## src/rtl/kcp_pkg.sv

```systemverilog
package kcp_pkg;

    typedef enum logic [1:0] {
        ST_LOCKED = 2'd0,
        ST_ARMED  = 2'd1,
        ST_OPEN   = 2'd2
    } kcp_state_e;

    // Global configuration register indexes
    localparam logic [7:0] REG_DEVSEL   = 8'h07;
    localparam logic [7:0] REG_CHIPID   = 8'h20;
    localparam logic [7:0] REG_ACTIVATE = 8'h30;
    localparam logic [7:0] BANK_BASE    = 8'hF0;

    // Key pairs: primary and companion-device alternate
    localparam logic [7:0] KEY_ENTER_PRI = 8'h87;
    localparam logic [7:0] KEY_LEAVE_PRI = 8'hAA;
    localparam logic [7:0] KEY_ENTER_ALT = 8'h88;
    localparam logic [7:0] KEY_LEAVE_ALT = 8'hBB;

    localparam logic [7:0] READ_ABSENT   = 8'hFF;

endpackage

```

## src/rtl/kcp_unlock_fsm.sv

```systemverilog
module kcp_unlock_fsm
    import kcp_pkg::*;
#(
    parameter logic [7:0] ENTER_KEY = KEY_ENTER_PRI,
    parameter logic [7:0] LEAVE_KEY = KEY_LEAVE_PRI
) (
    input  logic       clk,
    input  logic       rst_n,
    input  logic       idx_wr,
    input  logic [7:0] wdata,
    output logic       unlocked,
    output logic       idx_load
);

    kcp_state_e state_q;
    kcp_state_e state_d;

    // State register
    always_ff @(posedge clk) begin
        if (!rst_n) begin
            state_q <= ST_LOCKED;
        end else begin
            state_q <= state_d;
        end
    end

    // Next state: only index-port writes move the machine
    always_comb begin
        state_d = state_q;
        unique case (state_q)
            ST_LOCKED: begin
                if (idx_wr && (wdata == ENTER_KEY)) begin
                    state_d = ST_ARMED;
                end
            end
            ST_ARMED: begin
                if (idx_wr) begin
                    state_d = (wdata == ENTER_KEY) ? ST_OPEN : ST_LOCKED;
                end
            end
            ST_OPEN: begin
                if (idx_wr && (wdata == LEAVE_KEY)) begin
                    state_d = ST_LOCKED;
                end
            end
            default: state_d = ST_LOCKED;
        endcase
    end

    // Outputs
    always_comb begin
        unlocked = (state_q == ST_OPEN);
        idx_load = (state_q == ST_OPEN) && idx_wr && (wdata != LEAVE_KEY);
    end

endmodule

```

## src/rtl/kcp_index_latch.sv

```systemverilog
module kcp_index_latch (
    input  logic       clk,
    input  logic       rst_n,
    input  logic       idx_load,
    input  logic       sel_wr,
    input  logic [7:0] wdata,
    output logic [7:0] idx_q,
    output logic [7:0] sel_q
);

    always_ff @(posedge clk) begin
        if (!rst_n) begin
            idx_q <= 8'h00;
        end else if (idx_load) begin
            idx_q <= wdata;
        end
    end

    always_ff @(posedge clk) begin
        if (!rst_n) begin
            sel_q <= 8'h00;
        end else if (sel_wr) begin
            sel_q <= wdata;
        end
    end

endmodule

```

## src/rtl/kcp_dev_bank.sv

```systemverilog
module kcp_dev_bank
    import kcp_pkg::*;
#(
    parameter int BANK_REGS = 8
) (
    input  logic       clk,
    input  logic       rst_n,
    input  logic       wr_hit,
    input  logic [7:0] idx,
    input  logic [7:0] wdata,
    output logic       active,
    output logic [7:0] rd_byte
);

    localparam int OFFW = (BANK_REGS > 1) ? $clog2(BANK_REGS) : 1;

    logic [7:0]      mem_q [BANK_REGS];
    logic            in_bank;
    logic [OFFW-1:0] off;

    always_comb begin
        in_bank = ({1'b0, idx} >= {1'b0, BANK_BASE}) &&
                  ({1'b0, idx} < ({1'b0, BANK_BASE} + 9'(BANK_REGS)));
        off     = idx[OFFW-1:0] - BANK_BASE[OFFW-1:0];
    end

    always_ff @(posedge clk) begin
        if (!rst_n) begin
            active <= 1'b0;
        end else if (wr_hit && (idx == REG_ACTIVATE)) begin
            active <= wdata[0];
        end
    end

    always_ff @(posedge clk) begin
        if (!rst_n) begin
            for (int i = 0; i < BANK_REGS; i++) begin
                mem_q[i] <= 8'h00;
            end
        end else if (wr_hit && in_bank) begin
            mem_q[off] <= wdata;
        end
    end

    always_comb begin
        if (idx == REG_ACTIVATE) begin
            rd_byte = {7'b0, active};
        end else if (in_bank) begin
            rd_byte = mem_q[off];
        end else begin
            rd_byte = 8'h00;
        end
    end

endmodule

```

## src/rtl/keyed_cfg_port.sv

```systemverilog
module keyed_cfg_port
    import kcp_pkg::*;
#(
    parameter bit         ALT_KEYS  = 1'b0,
    parameter int         NUM_DEV   = 10,
    parameter int         BANK_REGS = 8,
    parameter logic [7:0] CHIP_ID   = 8'hC6
) (
    input  logic               clk,
    input  logic               rst_n,
    input  logic               port_addr,
    input  logic               wr_en,
    input  logic               rd_en,
    input  logic [7:0]         wdata,
    output logic [7:0]         rdata,
    output logic               cfg_unlocked,
    output logic [NUM_DEV-1:0] dev_active
);

    localparam logic [7:0] ENTER_KEY = ALT_KEYS ? KEY_ENTER_ALT : KEY_ENTER_PRI;
    localparam logic [7:0] LEAVE_KEY = ALT_KEYS ? KEY_LEAVE_ALT : KEY_LEAVE_PRI;

    logic             idx_wr;
    logic             idx_load;
    logic             data_wr;
    logic             sel_wr;
    logic [7:0]       idx_q;
    logic [7:0]       sel_q;
    logic             sel_valid;
    logic             idx_is_bank;
    logic [7:0]       sel_rd;
    logic [7:0]       rd_val;
    logic [7:0]       bank_rd [NUM_DEV];

    // Constant views for the bound checker
    logic [7:0]       enter_key;
    logic [7:0]       leave_key;
    logic [7:0]       id_byte;
    assign enter_key = ENTER_KEY;
    assign leave_key = LEAVE_KEY;
    assign id_byte   = CHIP_ID;

    assign idx_wr  = wr_en && !port_addr;
    assign data_wr = wr_en && port_addr && cfg_unlocked;
    assign sel_wr  = data_wr && (idx_q == REG_DEVSEL);

    kcp_unlock_fsm #(
        .ENTER_KEY (ENTER_KEY),
        .LEAVE_KEY (LEAVE_KEY)
    ) u_fsm (
        .clk      (clk),
        .rst_n    (rst_n),
        .idx_wr   (idx_wr),
        .wdata    (wdata),
        .unlocked (cfg_unlocked),
        .idx_load (idx_load)
    );

    kcp_index_latch u_index (
        .clk      (clk),
        .rst_n    (rst_n),
        .idx_load (idx_load),
        .sel_wr   (sel_wr),
        .wdata    (wdata),
        .idx_q    (idx_q),
        .sel_q    (sel_q)
    );

    assign sel_valid   = ({1'b0, sel_q} < 9'(NUM_DEV));
    assign idx_is_bank = (idx_q == REG_ACTIVATE) ||
                         (({1'b0, idx_q} >= {1'b0, BANK_BASE}) &&
                          ({1'b0, idx_q} < ({1'b0, BANK_BASE} + 9'(BANK_REGS))));

    for (genvar d = 0; d < NUM_DEV; d++) begin : g_dev
        logic hit;
        assign hit = data_wr && (sel_q == 8'(d));

        kcp_dev_bank #(
            .BANK_REGS (BANK_REGS)
        ) u_bank (
            .clk     (clk),
            .rst_n   (rst_n),
            .wr_hit  (hit),
            .idx     (idx_q),
            .wdata   (wdata),
            .active  (dev_active[d]),
            .rd_byte (bank_rd[d])
        );
    end

    // Selected bank read data
    always_comb begin
        sel_rd = READ_ABSENT;
        for (int d = 0; d < NUM_DEV; d++) begin
            if (sel_q == 8'(d)) begin
                sel_rd = bank_rd[d];
            end
        end
    end

    // Read routing
    always_comb begin
        if (!cfg_unlocked) begin
            rd_val = READ_ABSENT;
        end else if (!port_addr) begin
            rd_val = idx_q;
        end else if (idx_q == REG_DEVSEL) begin
            rd_val = sel_q;
        end else if (idx_q == REG_CHIPID) begin
            rd_val = CHIP_ID;
        end else if (idx_is_bank) begin
            rd_val = sel_valid ? sel_rd : READ_ABSENT;
        end else begin
            rd_val = 8'h00;
        end
    end

    always_ff @(posedge clk) begin
        if (!rst_n) begin
            rdata <= READ_ABSENT;
        end else if (rd_en) begin
            rdata <= rd_val;
        end
    end

endmodule

```

## config.mk

```make
export PLATFORM = sky130hd
export DESIGN_NAME = keyed_cfg_port
export DESIGN_NICKNAME = d
export VERILOG_FILES = /design/src/rtl/kcp_pkg.sv /design/src/rtl/kcp_unlock_fsm.sv /design/src/rtl/kcp_index_latch.sv /design/src/rtl/kcp_dev_bank.sv /design/src/rtl/keyed_cfg_port.sv
export SDC_FILE = /design/constraint.sdc
export NUM_CORES = 1
export LEC_CHECK = 0
export BUFFER_PORTS_ARGS = -buffer_cell sky130_fd_sc_hd__buf_2
export CORE_MARGIN = 2
export CORE_UTILIZATION = 50
export DETAILED_ROUTE_END_ITERATION = 7
export MAX_ROUTING_LAYER = met4
export PLACE_DENSITY = 0.72
export SETUP_SLACK_MARGIN = 0.3
export SLEW_MARGIN = 40
export SYNTH_ARGS = -nofsm -noshare
export SYNTH_HDL_FRONTEND = slang
export SYNTH_HIERARCHICAL = 1
export SYNTH_SLANG_ARGS = --single-unit
```

## constraint.sdc

```tcl
create_clock -name clk -period 3.7 [get_ports clk]
set_input_delay 0.74 -clock clk [delete_from_list [all_inputs] [get_ports clk]]
set_output_delay 0.74 -clock clk [all_outputs]
set_load 0.005 [all_outputs]
```

==> metrics.csv <==
stage,metric,value,unit
die,die area,70800,um^2
sta,Worst Clk Skew,0.0198,ns
cts,TritonCTS clock tree,done,
layout,share of layout cells above drive strength 1,0.163,
sta,Slew headroom,0.404,
route,TritonRoute pass-1 iters,6,
power_and_ir_drop,Clock power frac,0.433,
sta,Setup Total Neg Slack,0,ns
setup_path,Crit-path slowest cell,or4_1,
layout,most frequent cells in the layout,"edfxtp_1 (640), and2_1 (347), and3_1 (323)",
place,Placed Instances,3574,
route,Avg WL per Cell,24.7,um
global_route,vias in the first global route,22800,
synthesis,number of enable flip-flop cells after synthesis,640,
sta,Final Hold Vio Count,0,
layout,Layout area overhead,11.0,%
cts,Clock transition at path regs,0.06,ns
die,starting density of the core,0.503,
global_route,initial antenna violation count,4,
synthesis,Post-Syn Nets,2744,
synthesis,asr flop ratio synth,0,
synthesis,Post-Syn Area per Cell,12.6,um^2
sta,"Slew Viols, Final",0,
min_path,Tightest Hold Check Type,register to register,
global_route,Congestion Overflow GR,0,
cts,htree depth,3,
run_status,status,finished clean,
setup_path,critical path class,register to register,
place,Area after DPL,35700,um^2
power_and_ir_drop,switching share of power,0.215,
route,Final ANT Viol Nets,0,
sta,Period minus WS final,3.30,ns
sta,endpoints failing setup,0,
setup_path,CP peak stage delay,0.54,ns
die,Die Ht,266,um
setup_path,required time of the critical path,3.96,ns
sta,period utilization,0.891,
synthesis,synth warn,6,
setup_path,"delay-heaviest family, CP",simple AND/OR/NAND/NOR gates,
route,uppermost layer routed,met4,
setup_path,Worst R2R Path Depth,10,
die,Core Area,68200,um^2
setup_path,WP buf/inv,2,
power_and_ir_drop,logic gate share of total power,0.035,
global_route,Total Routing Usage GR,0.266,
min_path,worst-case hold path end point,g_dev[8].u_bank/active,
min_path,HP Start,g_dev[8].u_bank/active,
setup_path,RR Startpoint,u_index/sel_q[7],
setup_path,Max Fanout on Critical Path,15,
route,met3 WL post-DR,8090,um
layout,Post-Layout Inst Area,38100,um^2
place,dpl hpwl,58200,um
power_and_ir_drop,Psw,3.56,mW
sta,highest clock rate,0.303,GHz
cts,TritonCTS buffer count,74,
die,IO Count,32,
route,metal2 WL,42300,um
layout,"most common cell after layout, fill and taps aside",edfxtp_1,
cts,clk_lat worst skew,0.61,ns
min_path,Cells on Worst Hold Path,2,
layout,Layout Cells excl Fill,3713,
route,routed wire length,91600,um
setup_path,critical path arrival,3.56,ns
synthesis,Netlist Area Pre-Place,34300,um^2
place,GPL Wtd Cong,0.939,
place,PortBufs,31,
sta,Worst-Margin Slew,0.893,ns
layout,fillers,5510,
layout,Final #Nets,2781,
cts,CTS root buffer,clkbuf_16,
synthesis,distinct cell type count after synthesis,72,
synthesis,Synth Register Bits,676,
cts,"Hold-fix buffers, CTS",0,
route,Vias,23200,
cts,CTS sink cnt,676,
setup_path,nature of the critical path startpoint,register,
route,wire length on met1,38000,um
cts,Post-CTS Repair Setup Buffers,0,
die,num rows,96,
cts,post-CTS resize count,0,
synthesis,Main synth FF type,edfxtp_1,
power_and_ir_drop,pwr/cell area,435,nW/um^2
synthesis,sequential area share after synthesis,0.581,
synthesis,Post-Synthesis Cells,2731,
global_route,largest net degree at the start of global routing,84,
power_and_ir_drop,Sequential Power Share,0.532,
setup_path,reg-to-reg endpoint,g_dev[2].u_bank/mem_q[3][7],
setup_path,slack of the worst reg-to-reg path,0.40,ns
route,DR vias/cell,6.26,
setup_path,Worst setup EP type,register,
power_and_ir_drop,Lkg Pwr,14.3,nW
layout,final core utilization,0.559,
die,die width,266,um
route,Starting DRT DRC Count,2842,
global_route,first-pass GRT wire length,139000,um
cts,CTS max path bufs,3,
setup_path,crit path cell chain,or4_1 -> buf_4 -> nor3_4 -> nand2_1 -> nor2_1 -> nand2_1 -> nor4_2 -> buf_4 -> and3_1 -> nand2b_1,
job,Max-cap violations,0,
sta,RSZ-0062 raised after global routing,false,
power_and_ir_drop,internal power,13.0,mW
power_and_ir_drop,Worst VDD drop,393,uV
route,Post-route DRC,0,
==> power groups by stage <==
stage          logic [mW]  clock network (mW)  registers [mW]
2_1_floorplan       0.280                   0            8.92
3_3_place_gp        0.565                   0            8.97
3_5_place_dp        0.576                   0            8.98
4_1_cts             0.579                7.28            8.83
5_1_grt             0.623                7.56            8.85
6_report            0.587                7.18            8.83
==> stage by stage <==
step / setup slack, ns / power, mW / hold WS, ns
3_3_place_gp: 0.246 / 9.53 / 0.498
3_5_place_dp: 0.165 / 9.56 / 0.514
5_1_grt: 0.305 / 17.0 / 0.561
4_1_cts: 0.316 / 16.7 / 0.530
2_1_floorplan: 0.477 / 9.20 / 0.479
6_report: 0.404 / 16.6 / 0.532
==> synthesized netlist by cell type, types with 5 or more instances <==
cell,n,share of area
edfxtp_1,640,0.56
and2_1,347,0.063
and3_1,323,0.059
nand2_1,168,0.018
mux2i_1,111,0.032
nor2_1,99,0.011
mux4_2,73,0.048
nand3_1,68,0.0099
clkbuf_1,67,0.0073
o21ai_0,67,0.0098
nor2b_1,66,0.012
buf_2,63,0.0092
nand2b_1,62,0.011
a21oi_1,54,0.0079
buf_4,48,0.010
mux2_2,47,0.015
a22oi_1,36,0.0079
dfxtp_1,36,0.021
nand4_1,32,0.0058
a31oi_1,29,0.0053
o211ai_1,22,0.0048
nor3_1,19,0.0028
clkbuf_2,18,0.0026
a21o_1,14,0.0031
nor3b_1,12,0.0026
nor4b_1,12,0.0031
a221oi_1,11,0.0028
and2b_1,11,0.0024
a32oi_1,10,0.0026
o21a_1,10,0.0022
a221o_1,9,0.0026
a311o_1,9,0.0026
and3b_1,9,0.0023
nand3b_4,9,0.0052
nor3b_4,9,0.0049
nor4_2,9,0.0033
o22a_1,9,0.0023
buf_6,8,0.0026
inv_1,8,0.00087
a2111oi_0,7,0.0018
and2_4,7,0.0018
a211oi_1,5,0.0011
o22ai_1,5,0.00091
==> routing by layer <==
metal	up-vias	track usage
li1	10400	-
met1	11500	0.365
met2	1160	0.406
met3	202	0.0447
met4	0	0.0893
met5	-	-
==> state kept, by name, indices dropped and copies added (netlist names) <==
| name | cells |
|---|---|
| u_index/idx_q | 8 |
| rdata | 8 |
| g_dev.u_bank/active | 10 |
| u_index/sel_q | 8 |
| u_fsm/state_q | 2 |
| g_dev.u_bank/mem_q | 640 |
==> worst max path at each step <==
stage,from,endpoint,slack (ns),depth (start not counted)
finish,u_index/sel_q[7],g_dev[2].u_bank/mem_q[3][7],0.40,10
global route,u_index/sel_q[7],g_dev[2].u_bank/mem_q[4][4],0.30,10
CTS,u_index/sel_q[7],g_dev[1].u_bank/mem_q[3][3],0.32,7
detailed placement,port_addr,g_dev[1].u_bank/mem_q[3][6],0.16,8
global placement,port_addr,g_dev[1].u_bank/mem_q[0][7],0.25,9
floorplan,u_index/idx_q[2],rdata[0],0.48,9
==> worst reg2reg max path, cell delays in order, from the launching register on <==
cell	delay, ns
dfxtp_1	0.34
or4_1	0.54
buf_4	0.22
nor3_4	0.21
nand2_1	0.18
nor2_1	0.37
nand2_1	0.12
nor4_2	0.15
buf_4	0.18
and3_1	0.28
nand2b_1	0.37
==> cell families after synthesis <==
family,Yosys count,synth area share
buffers and inverters,212,0.0331
DFF,676,0.581
and+or+nand+nor,1292,0.226
AOI/OAI and AO/OA,318,0.0630
muxes,233,0.0968
==> cell type report <==
class | instances | area (um^2) | share of cell area
Multi-Input combinational cell | 1843 | 13300 | 0.349
Antenna cell | 5 | 12.5 | 0.000328
Inverter | 8 | 30.0 | 0.000788
Tap cell | 882 | 1100 | 0.0289
Timing Repair Buffer | 165 | 1360 | 0.0356
Clock buffer | 91 | 1980 | 0.0519
Clock inverter | 43 | 374 | 0.00981
Sequential cell | 676 | 20000 | 0.523
No activity file was read; power rests on OpenSTA's default activity.
